<file path="config.mk">
export PLATFORM = sky130hd
export DESIGN_NAME = pciw_burst_master
export DESIGN_NICKNAME = d
export VERILOG_FILES = /design/src/rtl/pciw_pkg.sv /design/src/rtl/pciw_addr_step.sv /design/src/rtl/pciw_parity.sv /design/src/rtl/pciw_claim_watch.sv /design/src/rtl/pciw_burst_master.sv
export SDC_FILE = /design/constraint.sdc
export NUM_CORES = 1
export LEC_CHECK = 0
export BUFFER_PORTS_ARGS = -buffer_cell sky130_fd_sc_hd__buf_4
export CORE_MARGIN = 2
export CORE_UTILIZATION = 53
export DETAILED_ROUTE_END_ITERATION = 8
export PLACE_DENSITY = 0.95
export SLEW_MARGIN = 20
export SYNTH_ARGS = -nofsm -noshare
export SYNTH_HDL_FRONTEND = slang
export SYNTH_HIERARCHICAL = 1
export SYNTH_SLANG_ARGS = --single-unit
</file>
<file path="constraint.sdc">
create_clock -name clk -period 5.9 [get_ports clk]
set_clock_uncertainty 0.1 [all_clocks]
set_input_delay 0.59 -clock clk [delete_from_list [all_inputs] [get_ports clk]]
set_output_delay 0.59 -clock clk [all_outputs]
set_load 0.005 [all_outputs]
</file>
<file path="src/rtl/pciw_pkg.sv">
package pciw_pkg;
   typedef enum logic [2:0] {
      PH_IDLE,
      PH_ASK,
      PH_ADDR,
      PH_DATA,
      PH_HOLD,
      PH_DROP,
      PH_WAIT
   } pciw_phase_e;

   localparam logic [3:0] CMD_MEM_WRITE = 4'b0111;
   localparam logic [3:0] BE_ALL_BYTES  = 4'b0000;
endpackage

</file>
<file path="src/rtl/pciw_addr_step.sv">
module pciw_addr_step #(
   parameter int BUS_W = 32,
   parameter int CNT_W = 3,
   parameter int LANES = 4
) (
   input  logic [BUS_W-1:0] base,
   input  logic [CNT_W-1:0] moved,
   output logic [BUS_W-1:0] addr
);
   localparam int SHIFT = $clog2(LANES);

   initial begin
      assert (LANES > 0 && (1 << SHIFT) == LANES)
         else $error("pciw_addr_step: LANES must be a power of two");
   end

   assign addr = base + (BUS_W'(moved) << SHIFT);
endmodule

</file>
<file path="src/rtl/pciw_parity.sv">
module pciw_parity #(
   parameter int BUS_W = 32,
   parameter int CBE_W = 4
) (
   input  logic             clk,
   input  logic             rst_n,
   input  logic             drive,
   input  logic [BUS_W-1:0] ad,
   input  logic [CBE_W-1:0] cbe,
   output logic             par,
   output logic             par_oe
);
   always_ff @(posedge clk) begin
      if (!rst_n) begin
         par    <= 1'b0;
         par_oe <= 1'b0;
      end else begin
         par    <= drive ? ^{ad, cbe} : 1'b0;
         par_oe <= drive;
      end
   end
endmodule

</file>
<file path="src/rtl/pciw_claim_watch.sv">
module pciw_claim_watch #(
   parameter int LIMIT = 5
) (
   input  logic clk,
   input  logic rst_n,
   input  logic arm,
   input  logic live,
   input  logic devsel,
   output logic expired
);
   generate
      if (LIMIT == 0) begin : g_off
         logic unused_ok;
         assign unused_ok = &{clk, rst_n, arm, live, devsel};
         assign expired   = 1'b0;
      end else begin : g_timer
         localparam int CW = $clog2(LIMIT + 1);
         logic [CW-1:0] age_q;
         logic          seen_q;

         always_ff @(posedge clk) begin
            if (!rst_n) begin
               age_q  <= '0;
               seen_q <= 1'b0;
            end else if (arm) begin
               age_q  <= '0;
               seen_q <= 1'b0;
            end else if (live) begin
               seen_q <= seen_q | devsel;
               if (age_q != CW'(LIMIT)) age_q <= age_q + CW'(1);
            end
         end

         assign expired = live && !seen_q && !devsel && (age_q == CW'(LIMIT - 1));

         assert_claim_clear_R11: assert property (@(posedge clk) disable iff (!rst_n)
            (live && devsel) |=> !expired);
      end
   endgenerate
endmodule

</file>
<file path="src/rtl/pciw_burst_master.sv">
module pciw_burst_master
   import pciw_pkg::*;
#(
   parameter int BUS_W        = 32,
   parameter int MAX_WORDS    = 4,
   parameter int DEVSEL_LIMIT = 5,
   parameter int BACKOFF      = 2,
   localparam int CNT_W       = $clog2(MAX_WORDS + 1),
   localparam int CBE_W       = BUS_W / 8
) (
   input  logic             clk,
   input  logic             rst_n,
   input  logic             job_start,
   input  logic [BUS_W-1:0] job_addr,
   input  logic [CNT_W-1:0] job_len,
   input  logic             job_ext,
   output logic [CNT_W-1:0] word_idx,
   input  logic [BUS_W-1:0] word_data,
   input  logic             bus_idle,
   input  logic             gnt,
   input  logic             devsel,
   input  logic             trdy,
   input  logic             stop,
   output logic             req,
   output logic             frame,
   output logic             irdy,
   output logic             ad_oe,
   output logic [BUS_W-1:0] ad,
   output logic [CBE_W-1:0] cbe,
   output logic             par,
   output logic             par_oe,
   output logic             busy,
   output logic             done,
   output logic             err,
   output logic [BUS_W-1:0] resume_addr
);
   localparam int BO_W = (BACKOFF > 1) ? $clog2(BACKOFF) : 1;

   initial begin
      assert (BUS_W >= 32 && BUS_W % 8 == 0)
         else $error("pciw_burst_master: BUS_W must be a multiple of 8, at least 32");
      assert (MAX_WORDS >= 1) else $error("pciw_burst_master: MAX_WORDS must be >= 1");
      assert (BACKOFF >= 1) else $error("pciw_burst_master: BACKOFF must be >= 1");
      assert (DEVSEL_LIMIT >= 0) else $error("pciw_burst_master: DEVSEL_LIMIT negative");
   end

   pciw_phase_e      ph_q;
   logic [CNT_W-1:0] sent_q, left_q;
   logic [BUS_W-1:0] base_q;
   logic             ext_q, abort_q, done_q, err_q;
   logic [BO_W-1:0]  bo_q;
   logic             claim_lost, xfer, accept, last_word;
   logic [BUS_W-1:0] cur_addr;

   assign accept    = job_start && (ph_q == PH_IDLE) && (job_len != '0)
                      && (job_len <= CNT_W'(MAX_WORDS));
   assign xfer      = (ph_q == PH_DATA) && trdy;
   assign last_word = (left_q == CNT_W'(1));

   pciw_addr_step #(.BUS_W(BUS_W), .CNT_W(CNT_W), .LANES(CBE_W)) u_step (
      .base  (base_q),
      .moved (sent_q),
      .addr  (cur_addr)
   );

   pciw_claim_watch #(.LIMIT(DEVSEL_LIMIT)) u_claim (
      .clk     (clk),
      .rst_n   (rst_n),
      .arm     (ph_q == PH_ADDR),
      .live    (ph_q == PH_DATA),
      .devsel  (devsel),
      .expired (claim_lost)
   );

   always_ff @(posedge clk) begin
      if (!rst_n) begin
         ph_q    <= PH_IDLE;
         sent_q  <= '0;
         left_q  <= '0;
         base_q  <= '0;
         ext_q   <= 1'b0;
         abort_q <= 1'b0;
         done_q  <= 1'b0;
         err_q   <= 1'b0;
         bo_q    <= '0;
      end else begin
         done_q <= 1'b0;
         err_q  <= 1'b0;
         unique case (ph_q)
            PH_IDLE: if (accept) begin
               base_q  <= job_addr;
               left_q  <= job_len;
               sent_q  <= '0;
               ext_q   <= job_ext;
               abort_q <= 1'b0;
               ph_q    <= PH_ASK;
            end
            PH_ASK:  if (gnt && bus_idle) ph_q <= PH_ADDR;
            PH_ADDR: ph_q <= PH_DATA;
            PH_DATA: begin
               if (xfer) begin
                  sent_q <= sent_q + CNT_W'(1);
                  left_q <= left_q - CNT_W'(1);
               end
               if (xfer && last_word) begin
                  ph_q   <= PH_IDLE;
                  done_q <= 1'b1;
               end else if (stop) begin
                  ph_q <= PH_HOLD;
               end else if (claim_lost) begin
                  ph_q    <= PH_HOLD;
                  abort_q <= 1'b1;
               end
            end
            PH_HOLD: ph_q <= PH_DROP;
            PH_DROP: if (abort_q) begin
               ph_q  <= PH_IDLE;
               err_q <= 1'b1;
            end else begin
               ph_q <= PH_WAIT;
               bo_q <= '0;
            end
            PH_WAIT: if (bo_q == BO_W'(BACKOFF - 1)) ph_q <= PH_ASK;
                     else bo_q <= bo_q + BO_W'(1);
            default: ph_q <= PH_IDLE;
         endcase
      end
   end

   always_comb begin
      req   = (ph_q == PH_ASK)
              || (ext_q && (ph_q == PH_ADDR || ph_q == PH_DATA) && (left_q > CNT_W'(1)));
      frame = (ph_q == PH_ADDR) || ((ph_q == PH_DATA) && !last_word);
      irdy  = (ph_q == PH_DATA) || (ph_q == PH_HOLD);
      ad_oe = (ph_q == PH_ADDR) || irdy || (ph_q == PH_DROP);
      if (ph_q == PH_ADDR) begin
         ad  = cur_addr;
         cbe = CBE_W'(CMD_MEM_WRITE);
      end else if (ad_oe) begin
         ad  = word_data;
         cbe = CBE_W'(BE_ALL_BYTES);
      end else begin
         ad  = '0;
         cbe = '0;
      end
   end

   pciw_parity #(.BUS_W(BUS_W), .CBE_W(CBE_W)) u_par (
      .clk    (clk),
      .rst_n  (rst_n),
      .drive  (ad_oe),
      .ad     (ad),
      .cbe    (cbe),
      .par    (par),
      .par_oe (par_oe)
   );

   assign word_idx    = sent_q;
   assign busy        = (ph_q != PH_IDLE);
   assign done        = done_q;
   assign err         = err_q;
   assign resume_addr = cur_addr;

   assert_count_step_R4: assert property (@(posedge clk) disable iff (!rst_n)
      (ph_q == PH_DATA && trdy) |=> (sent_q == $past(sent_q) + CNT_W'(1)));

   assert_wait_hold_R4: assert property (@(posedge clk) disable iff (!rst_n)
      (ph_q == PH_DATA && !trdy) |=> $stable(sent_q));

   assert_final_frame_R5: assert property (@(posedge clk) disable iff (!rst_n)
      (irdy && frame && trdy && !stop && left_q == CNT_W'(2)) |=> (!frame && irdy));

   assert_ext_hold_R7: assert property (@(posedge clk) disable iff (!rst_n)
      (ext_q && ph_q == PH_DATA && left_q > CNT_W'(1)) |-> req);

   assert_stop_order_R8: assert property (@(posedge clk) disable iff (!rst_n)
      (ph_q == PH_DATA && stop && !(trdy && last_word))
      |=> (!frame && irdy) ##1 (!irdy && ad_oe) ##1 !ad_oe);

   assert_release_quiet_R9: assert property (@(posedge clk) disable iff (!rst_n)
      ($fell(ad_oe) && busy) |-> !req);

   assert_backoff_end_R9: assert property (@(posedge clk) disable iff (!rst_n)
      (ph_q == PH_WAIT && bo_q == BO_W'(BACKOFF - 1)) |=> req);

   assert_pulse_excl_R11: assert property (@(posedge clk) disable iff (!rst_n)
      (done || err) |-> (!(done && err) && !busy));

   assert_done_single_R5: assert property (@(posedge clk) disable iff (!rst_n)
      done |=> !done);
endmodule

</file>
==> impl_results.md, run 1 <==
* Outcome: complete, no violations
* R2R depth at 14
* Worst Tran Pin Value at ~1000 ps
* Unrepaired setup endpoints after global routing: no
* Required time of the critical path at between 6000 and 7000 ps
* RR Startpoint: word_idx[0]
* ANT nets after route at 0
* Setup tns final at 0 ps
* Final wirelength at ~11 mm
* Post-synth cell types at 56
* Core Region at around 0.0068 mm2
* GR Overflow Total at 0
* Clk slew on worst S/H paths at ~110 ps
* CP startpoint: word_idx[0]
* I/O pin count at 156
* Final count of negative-setup-slack endpoints at 0
* DP Area at between 0.004 and 0.005 mm2
* Fin cells at 737
* Resized Gates After CTS at 0
* Fillers at approximately 570
* Mapped Avg Cell Area at around 7.3 um2
* Cell Chain, Critical Path: ha_1 > inv_1 > fa_1 > nand2b_1 > a21oi_1 > nor3b_1 > xnor2_1 > nand2_1 > a21oi_1 > xnor2_1 > xnor2_1 > xnor3_1 > or2_2 > mux2i_1
* Seq/Total Area, Yosys at 0.279
* Setup Fix Bufs, Post-CTS at 0
* Layout area overhead at 32.3%
* IR drop worst, VDD at slightly below 0.0002 V
* Yosys top cell area share at 0.279
* Slew headroom at 0.324
* Drt first pass iters at 5
* Most frequent cells in the layout: buf_4, nand2_1, a21oi_1, dfxtp_1, xnor2_1
* DR WL/cell at 15.3 um
* Share of cells above drive strength 1 at 0.282
* Area contributors post-synth: dfxtp_1, nand2_1, xnor2_1, a21oi_1, ha_1
* Slew Viols, Final at 0
* Post-synth EDFFs at 0
* N_diodes at 0
* All-layer global routing usage at 0.290
* DRC at 0
* I/O Buffers at 154
* Fin. Hold Viols at 0
* Synthesized flop and latch total at between 50 and 60
* Prevailing post-synth register cell: dfxtp_1
* Final Cell Area at 0.00493 mm2
* Vias in the first global route at ~3.8k
* Vias/cell at about 5.4
* Die width at 87.8 um
* Vias post-DR at 3994
* CTS Root Cell: clkbuf_8
* Die Height at 87.8 um
* Leakage at about 2.2 nW
* Crit-path max FO at 12
* YS warnings at 6
* Worst reg-to-reg setup slack at 1740 ps
* CTS buffer count at 5
* H-tree depth at 2
* Crit path kind: reg2reg
* FP Rows at 30
* Final core utilization at 0.725
* Initial cell density of the core at 0.548
* Commonest non-fill, non-tap cell in the layout: buf_4
* GP Congestion at around 0.90
* Final Power at between 1 and 1.5 mW
* Critical-path top delay cell: a21oi_1
* Hold_buf cts at 0
* Area of the die at roughly 0.0077 mm2
* Initial antenna violation count at 0
* Global-route wire length before repair at between 15 and 20 mm
* Nets at between 700 and 800
* Clock Path Buffers at 2
* Critical path startpoint category: flop
* Largest area contributor in the netlist: dfxtp_1
* Pwr dens at 232 mW/mm2
* Cells after synthesis at 508
* End of the critical path: u_par/par
* Most common cell on crit path: xnor2_1
* Worst skew pair latency at around 300 ps
* Ys async rst share at 0
* Largest net degree at the start of global routing at 44
* Area of the mapped netlist at about 0.0037 mm2
* CP peak stage delay at slightly above 700 ps
* Achievable Freq at approximately 0.24 GHz
* Placed cell count at between 700 and 800
* CTS tree: done
* Period utilization at 0.704
* DP HPWL at 8.80 mm
* Worst Path Arrival at about 4300 ps
* # clock sinks at 52
* Final min period at just over 4000 ps
* Worst r2r dst: u_par/par
* Max Cap Viol at 0
* Hold Path Class: reg2reg
* Iter 0 DRT Violations at between 200 and 250
* Crit path capture type: flop
-- synthesized netlist by cell type, drive strengths merged (4+ instances only) --
cell    count
nand2     145
a21oi      82
dfxtp      52
xnor2      51
buf        27
nand3      19
inv        18
ha          9
nand4       9
xor2        9
nand3b      8
nor2        8
o21ai       8
and3        6
nand2b      6
clkbuf      5
nor3        5
and4        4
mux2i       4
-- cell type report --
| class | instances | area [um2] | share of cell area |
|---|---|---|---|
| inverters | 18 | 67.6 | 0.0137 |
| clock buffers | 5 | 68.8 | 0.0140 |
| flip-flops and latches | 52 | 1040 | 0.211 |
| clock inverters | 3 | 26.3 | 0.00533 |
| multi-input cells | 407 | 2430 | 0.494 |
| well taps | 96 | 120 | 0.0244 |
| repair buffers | 156 | 1170 | 0.238 |
-- how the worst min path moves through the flow --
stage                     cells after the start  slack (ps)                    from                     end
after global routing                          2         410               base_q[4]               base_q[4]
after global placement                        2         340  u_claim/g_timer.seen_q  u_claim/g_timer.seen_q
after detailed placement                      2         360              base_q[31]              base_q[31]
final                                         2         380               base_q[2]               base_q[2]
after floorplan                               2         330  u_claim/g_timer.seen_q  u_claim/g_timer.seen_q
after CTS                                     2         380              base_q[31]              base_q[31]
-- power breakdown --
| part | switching [mW] | leakage [nW] | internal, mW | total [mW] |
|---|---|---|---|---|
| logic | 0.251 | 1.74 | 0.254 | 0.505 |
| registers | 0.0443 | 0.423 | 0.381 | 0.426 |
| clock network | 0.126 | 0.0487 | 0.0868 | 0.213 |
-- stage by stage --
stage                     setup WS, ps  hold WS (ps)
final                             1740           377
after global routing              1490           405
after global placement            2070           344
after floorplan                   2480           328
after detailed placement          1840           364
after CTS                         1820           378
-- critical path, delay by kind of cell (launching register included) --
family | cells | cell delay (ps)
compound gates | 2 | 990
xor+xnor | 4 | 860
fa+ha+maj | 2 | 620
flops | 1 | 420
mux | 1 | 160
simple gates | 4 | 860
buf+inv | 1 | 70
-- routing by layer --
metal,track usage,wire length (um)
met5,0,0
met2,0.549,5910
met1,0.340,4440
met4,0.0671,182
met3,0.0452,779
-- flip-flops by register name, indices dropped and copies added (netlist names) --
signal and cells:
abort_q 1, base_q 32, bo_q 1, done 1
err 1, ext_q 1, left_q 3, ph_q 3
u_claim/g_timer.age_q 3, u_claim/g_timer.seen_q 1, u_par/par 1, u_par/par_oe 1
word_idx 3
-- kinds of logic (layout without fill, tap and decap cells) --
group / Yosys count / in the layout / synth area share
AO/OA/AOI/OAI: 104 / 104 / 0.155
XOR/XNOR: 62 / 62 / 0.153
other: 1 / 2 / 0.00101
AND/OR/NAND/NOR: 225 / 225 / 0.295
flip-flops: 52 / 52 / 0.279
multiplexers: 4 / 4 / 0.0107
adder cells (fa/ha/maj): 10 / 10 / 0.0356
buffers and inverters: 50 / 182 / 0.0702
Note: power is estimated with default switching activity, not from simulation.
==> inputs of run 2 (changes only) <==
- CORE_UTILIZATION: 53 -> 44
- PLACE_DENSITY: 0.95 -> 0.89
- clock period: 5.9 -> 3.5 ns (I/O delays scaled with it)
==> run 2 against run 1 <==
Global-route usage down 4.7 points. Routed wire length up 6.1%. Combinational power up 76%. Sequential share of layout area down 1.1 points. Utilization down 9.1 points. Register-to-register slack worse by 1600 ps. Critical path type unchanged. Critical endpoint unchanged. Largest cell class unchanged. Largest power group unchanged. Highest routed layer unchanged.
==> impl_results.md, run 2 (synthesis results as in run 1) <==
* Outcome: complete, no violations (unchanged)
* Vias/cell at 5.42 (about the same)
* Final wirelength at 12.0 mm (was 11.3 mm)
* CTS buffer count at 5 (unchanged)
* Crit path kind: reg2reg (unchanged)
* Commonest non-fill, non-tap cell in the layout: buf_4 (unchanged)
* Worst Tran Pin Value at 988 ps (was 1010 ps)
* Final Cell Area at 0.00521 mm2 (was 0.00493 mm2)
* Period utilization at 0.960 (was 0.704)
* FP Rows at 33 (was 30)
* Critical path startpoint category: flop (unchanged)
* IR drop worst, VDD at 0.000322 V (was 0.000195 V)
* Hold Path Class: in2reg (was reg2reg)
* Leakage at 2.36 nW (was 2.21 nW)
* All-layer global routing usage at 0.242 (was 0.290)
* DP Area at 0.00493 mm2 (was 0.00483 mm2)
* Die Height at 96.0 um (was 87.8 um)
* Achievable Freq at 0.297 GHz (was 0.241 GHz)
* Buf+Inv Stages, Crit Path at 3 (was 1)
* Initial antenna violation count at 0 (unchanged)
* Initial cell density of the core at 0.453 (was 0.548)
* Required time of the critical path at 3600 ps (was 6040 ps)
* Worst skew pair latency at 300 ps (about the same)
* Hold Slack at 184 ps (was 377 ps)
* Most frequent cells in the layout: buf_4, nand2_1, a21oi_1, dfxtp_1, xnor2_1 (unchanged)
* Crit-path max FO at 4 (was 12)
* CTS tree: done (unchanged)
* DR WL/cell at 15.8 um (was 15.3 um)
* Final core utilization at 0.634 (was 0.725)
* Crit path capture type: flop (unchanged)
* Max FFs per register at 32 (unchanged)
* Share of cells above drive strength 1 at 0.332 (was 0.282)
* Nets at 739 (was 726)
* Met3 usage at 0.0399 (was 0.0452)
* Final count of negative-setup-slack endpoints at 0 (unchanged)
* Slew headroom at 0.340 (was 0.324)
* Iter 0 DRT Violations at 253 (was 230)
* Critical-path top delay cell: fa_2 (was a21oi_1)
* CP peak stage delay at 350 ps (was 710 ps)
* CTS Root Cell: clkbuf_8 (unchanged)
* ANT nets after route at 0 (unchanged)
* Global-route wire length before repair at 17.6 mm (was 17.8 mm)
* Met1 track demand over resource at 0.277 (was 0.340)
* Die width at 96.0 um (was 87.8 um)
* DRC at 0 (unchanged)
* Clock Path Buffers at 2 (unchanged)
* Vias post-DR at 4117 (was 3994)
* Final worst slack at 138 ps (was 1740 ps)
* Biggest register: base_q (unchanged)
* Area of the die at 0.00922 mm2 (was 0.00771 mm2)
* Vias in the first global route at 3816 (was 3780)
* I/O Buffers at 154 (unchanged)
* N_diodes at 0 (unchanged)
* Most common cell on crit path: xnor2_1 (unchanged)
* GR Overflow Total at 0 (unchanged)
* GP Congestion at 0.917 (was 0.904)
* Largest net degree at the start of global routing at 40 (was 44)
* Worst Path Arrival at 3460 ps (was 4290 ps)
* Layout area overhead at 39.9% (was 32.3%)
* # clock sinks at 52 (unchanged)
* Max Cap Viol at 0 (unchanged)
* Pwr dens at 386 mW/mm2 (was 232 mW/mm2)
* Fin. Hold Viols at 0 (unchanged)
* Slew Viols, Final at 0 (unchanged)
* Clk slew on worst S/H paths at 100 ps (was 110 ps)
* DP HPWL at 9.13 mm (was 8.80 mm)
* GR Layer Usage met2 at 0.449 (was 0.549)
* H-tree depth at 2 (unchanged)
* Fillers at 687 (was 569)
* Drt first pass iters at 4 (was 5)
* Cell Chain, Critical Path: ha_1 > inv_1 > fa_2 > nand2b_4 > a21oi_4 > clkdlybuf4s15_2 > buf_4 > nand3_1 > xnor2_1 > nand2_1 > a21oi_2 > xnor2_1 > xnor2_1 > xnor2_1 > xnor3_1 > mux2i_1 (was ha_1 > inv_1 > fa_1 > nand2b_1 > a21oi_1 > nor3b_1 > xnor2_1 > nand2_1 > a21oi_1 > xnor2_1 > xnor2_1 > xnor3_1 > or2_2 > mux2i_1)
* I/O pin count at 156 (unchanged)
* Final min period at 3360 ps (was 4160 ps)
* Worst slack, placed at 5.52 ps (was 1840 ps)
* Grt peak-use layer: met2 (unchanged)
* Core Region at 0.00822 mm2 (was 0.00679 mm2)
* Family with the most delay on the worst path: XOR/XNOR gates (was compound AO/OA/AOI/OAI gates)
-- run 2: final timing paths --
kind | start | endpoint | slack, ps | cells after the start
worst max-delay path | word_idx[0] | u_par/par | 140 | 16
worst min-delay path | job_addr[25] | base_q[25] | 180 | 3
worst max register to register | word_idx[0] | u_par/par | 140 | 16
worst min register to register | ext_q | ext_q | 360 | 2
-- run 2: per-layer routing --
metal,vias up,wire (um),share of wire
met5,-,0,0
met4,0,287,0.024
met3,22,944,0.079
met2,174,6080,0.51
met1,1939,4690,0.39
li1,1982,-,-
-- run 2: what timing repair did --
action                     CTS  global route
setup endpoints to repair    1             1
pin swaps                    1             6
resized for setup            0            26
setup buffers                2             0
hold buffers                 0             0
cloned                       0             1
-- run 2: worst min-delay path, stage by stage --
cell and delay, ps:
buf_4 110, nand2_1 40, a21oi_1 50
-- run 2: metrics by stage --
step	TNS (ps)	cells	total power, mW
2_1_floorplan	0	509	1.27
3_3_place_gp	0	748	1.56
3_5_place_dp	0	748	1.59
4_1_cts	0	758	2.00
5_1_grt	-33.9	759	2.12
6_report	0	759	2.01
-- run 2: power breakdown --
part	switching, mW	internal [mW]	total [mW]
Clock	0.197	0.212	0.409
Sequential	0.0710	0.643	0.714
Combinational	0.435	0.452	0.887
-- run 2: cell type report --
type | instances | area (um2) | area share
inverter | 18 | 67.6 | 0.0130
timing repair buffer | 169 | 1290 | 0.247
sequential | 52 | 1040 | 0.200
clock inverter | 3 | 42.5 | 0.00817
tap | 105 | 131 | 0.0252
clock buffer | 5 | 68.8 | 0.0132
multi-input combinational | 407 | 2570 | 0.493
==> inputs of run 3 (changes only) <==
- CAP_MARGIN: default -> 20
- MAX_ROUTING_LAYER: default -> met4
==> run 3 against run 2 <==
Clock power down 11%. First-iteration DRC count shrank 25%. Final area up 0.74%. Sequential power about the same. Global-route usage increased by 1.3 points. Largest cell class unchanged. Highest routed layer unchanged.
==> impl_results.md, run 3 (synthesis results as in run 1) <==
* All-layer global routing usage at 0.256 (was 0.242)
* Leakage at 2.40 nW (was 2.36 nW)
* DP HPWL at 9.01 mm (was 9.13 mm)
* Hold Path Class: in2reg (unchanged)
* Share of cells above drive strength 1 at 0.332 (about the same)
* Vias/cell at 5.35 (was 5.42)
* Setup tns final at 0 ps (unchanged)
* Most frequent cells in the layout: buf_4, nand2_1, a21oi_1, dfxtp_1, xnor2_1 (unchanged)
* GR Overflow Total at 0 (unchanged)
* N_diodes at 0 (unchanged)
* CTS Root Cell: clkbuf_8 (unchanged)
* GR Layer Usage met2 at 0.454 (was 0.449)
* Final Power at 1.99 mW (was 2.01 mW)
* I/O Buffers at 154 (unchanged)
* Global-route wire length before repair at 18.0 mm (was 17.6 mm)
* Min-delay src: job_addr[1] (was job_addr[25])
* Met1 track demand over resource at 0.298 (was 0.277)
* R2R depth at 16 (unchanged)
* DR WL/cell at 15.5 um (was 15.8 um)
* Slew headroom at 0.332 (was 0.340)
* Worst reg-to-reg setup slack at 180 ps (was 140 ps)
* Worst Tran Pin Value at 997 ps (was 988 ps)
* H-tree depth at 2 (unchanged)
* Initial antenna violation count at 0 (unchanged)
* Largest net degree at the start of global routing at 40 (unchanged)
* GP Congestion at 0.901 (was 0.917)
* Crit path capture type: flop (unchanged)
* End of the critical path: u_par/par (unchanged)
* DP Area at 0.00495 mm2 (was 0.00493 mm2)
* Area of the die at 0.00922 mm2 (unchanged)
* Crit-path max FO at 7 (was 4)
* Final wirelength at 11.8 mm (was 12.0 mm)
* Commonest non-fill, non-tap cell in the layout: buf_4 (unchanged)
* CTS buffer count at 5 (unchanged)
* Met3 usage at 0.0446 (was 0.0399)
* IR drop worst, VDD at 0.000248 V (was 0.000322 V)
* Max FFs per register at 32 (unchanged)
* Biggest register: base_q (unchanged)
* Layout area overhead at 40.9% (was 39.9%)
* Clk slew on worst S/H paths at 100 ps (about the same)
* CP startpoint: word_idx[0] (unchanged)
* Grt peak-use layer: met2 (unchanged)
* Pwr dens at 379 mW/mm2 (was 386 mW/mm2)
* DRC at 0 (unchanged)
* Period utilization at 0.948 (was 0.960)
* Die width at 96.0 um (unchanged)
* FP Rows at 33 (unchanged)
* Required time of the critical path at 3610 ps (was 3600 ps)
* Die Height at 96.0 um (unchanged)
* Core Region at 0.00822 mm2 (unchanged)
* Worst r2r dst: u_par/par (unchanged)
* Max Cap Viol at 0 (unchanged)
* Final min period at 3320 ps (was 3360 ps)
* CTS tree: done (unchanged)
* Fillers at 707 (was 687)
* Initial cell density of the core at 0.453 (unchanged)
* Final Cell Area at 0.00525 mm2 (was 0.00521 mm2)
* Outcome: complete, no violations (unchanged)
* Fin. Hold Viols at 0 (unchanged)
* Final count of negative-setup-slack endpoints at 0 (unchanged)
* Hold_buf cts at 0 (unchanged)
* Slew Viols, Final at 0 (unchanged)
* RR Startpoint: word_idx[0] (unchanged)
* Iter 0 DRT Violations at 191 (was 253)
* ANT nets after route at 0 (unchanged)
* Worst Path Arrival at 3430 ps (was 3460 ps)
* Crit path kind: reg2reg (unchanged)
* Nets at 744 (was 739)
* I/O pin count at 156 (unchanged)
* Vias in the first global route at 3789 (was 3816)
* Clock Path Buffers at 2 (unchanged)
* Achievable Freq at 0.301 GHz (was 0.297 GHz)
* Vias post-DR at 4091 (was 4117)
* # clock sinks at 52 (unchanged)
* Hold Slack at 178 ps (was 184 ps)
* Worst skew pair latency at 310 ps (was 300 ps)
* Drt first pass iters at 4 (unchanged)
* Critical path startpoint category: flop (unchanged)
==> run 3: cell count changes in the layout (fill, tap and decap cells not counted), sizes merged <==
cell	previous run	this run
buf	168	174
bufinv	1	0
clkbuf	5	6
clkdlybuf4s15	1	0
clkinv	1	0
clkinvlp	1	2
==> run 3: worst max-delay path, cell delays in order, from the launching register on <==
cell,delay (ps)
dfxtp_2,370
ha_4,130
inv_1,50
fa_2,360
nand2b_4,160
a21oi_4,120
buf_6,150
buf_4,130
nand4_1,140
xnor2_2,180
nand2_1,80
a21oi_2,170
xor2_1,220
xnor2_1,110
xnor2_1,220
xnor3_1,380
mux2i_1,130
==> run 3: timing repair <==
action / CTS / global route
endpoints found under the setup margin: 0 / 1
gates resized for setup: 0 / 26
buffers inserted: 0 / 5
==> run 3: power by group <==
group          total, mW  internal (mW)  switching [mW]  leakage, nW
sequential         0.716          0.643          0.0729        0.424
combinational      0.905          0.465           0.439         1.93
clock              0.366          0.161           0.205       0.0434
==> run 3: stage by stage <==
stage               std cells  setup WS (ps)  utilization
floorplan                 509           83.9            -
global placement          750            157        0.602
detailed placement        750           54.2        0.602
CTS                       758           5.84        0.614
global route              764          -25.3        0.639
finish                    764            181        0.639
==> run 3: layer usage <==
layer / part of all wire / vias to the layer above
li1: - / 1991
met3: 0.076 / 16
met5: 0 / -
met2: 0.51 / 180
met1: 0.40 / 1904
met4: 0.012 / 0
==> run 3: area by class of cell <==
| class | count | area (um2) | area share |
|---|---|---|---|
| multi-input combinational | 407 | 2570 | 0.489 |
| timing repair buffer | 174 | 1340 | 0.256 |
| inverter | 18 | 67.6 | 0.0129 |
| tap | 105 | 131 | 0.0250 |
| clock inverter | 2 | 15.0 | 0.00286 |
| sequential | 52 | 1040 | 0.199 |
| clock buffer | 6 | 82.6 | 0.0157 |
==> run 3: worst min-delay path by stage <==
| stage | depth (start not counted) | slack (ps) | to |
|---|---|---|---|
| CTS | 3 | 170 | base_q[1] |
| global placement | 2 | 340 | ext_q |
| floorplan | 2 | 330 | u_claim/g_timer.seen_q |
| finish | 3 | 180 | base_q[1] |
| detailed placement | 2 | 360 | base_q[2] |
| global route | 3 | 170 | base_q[26] |
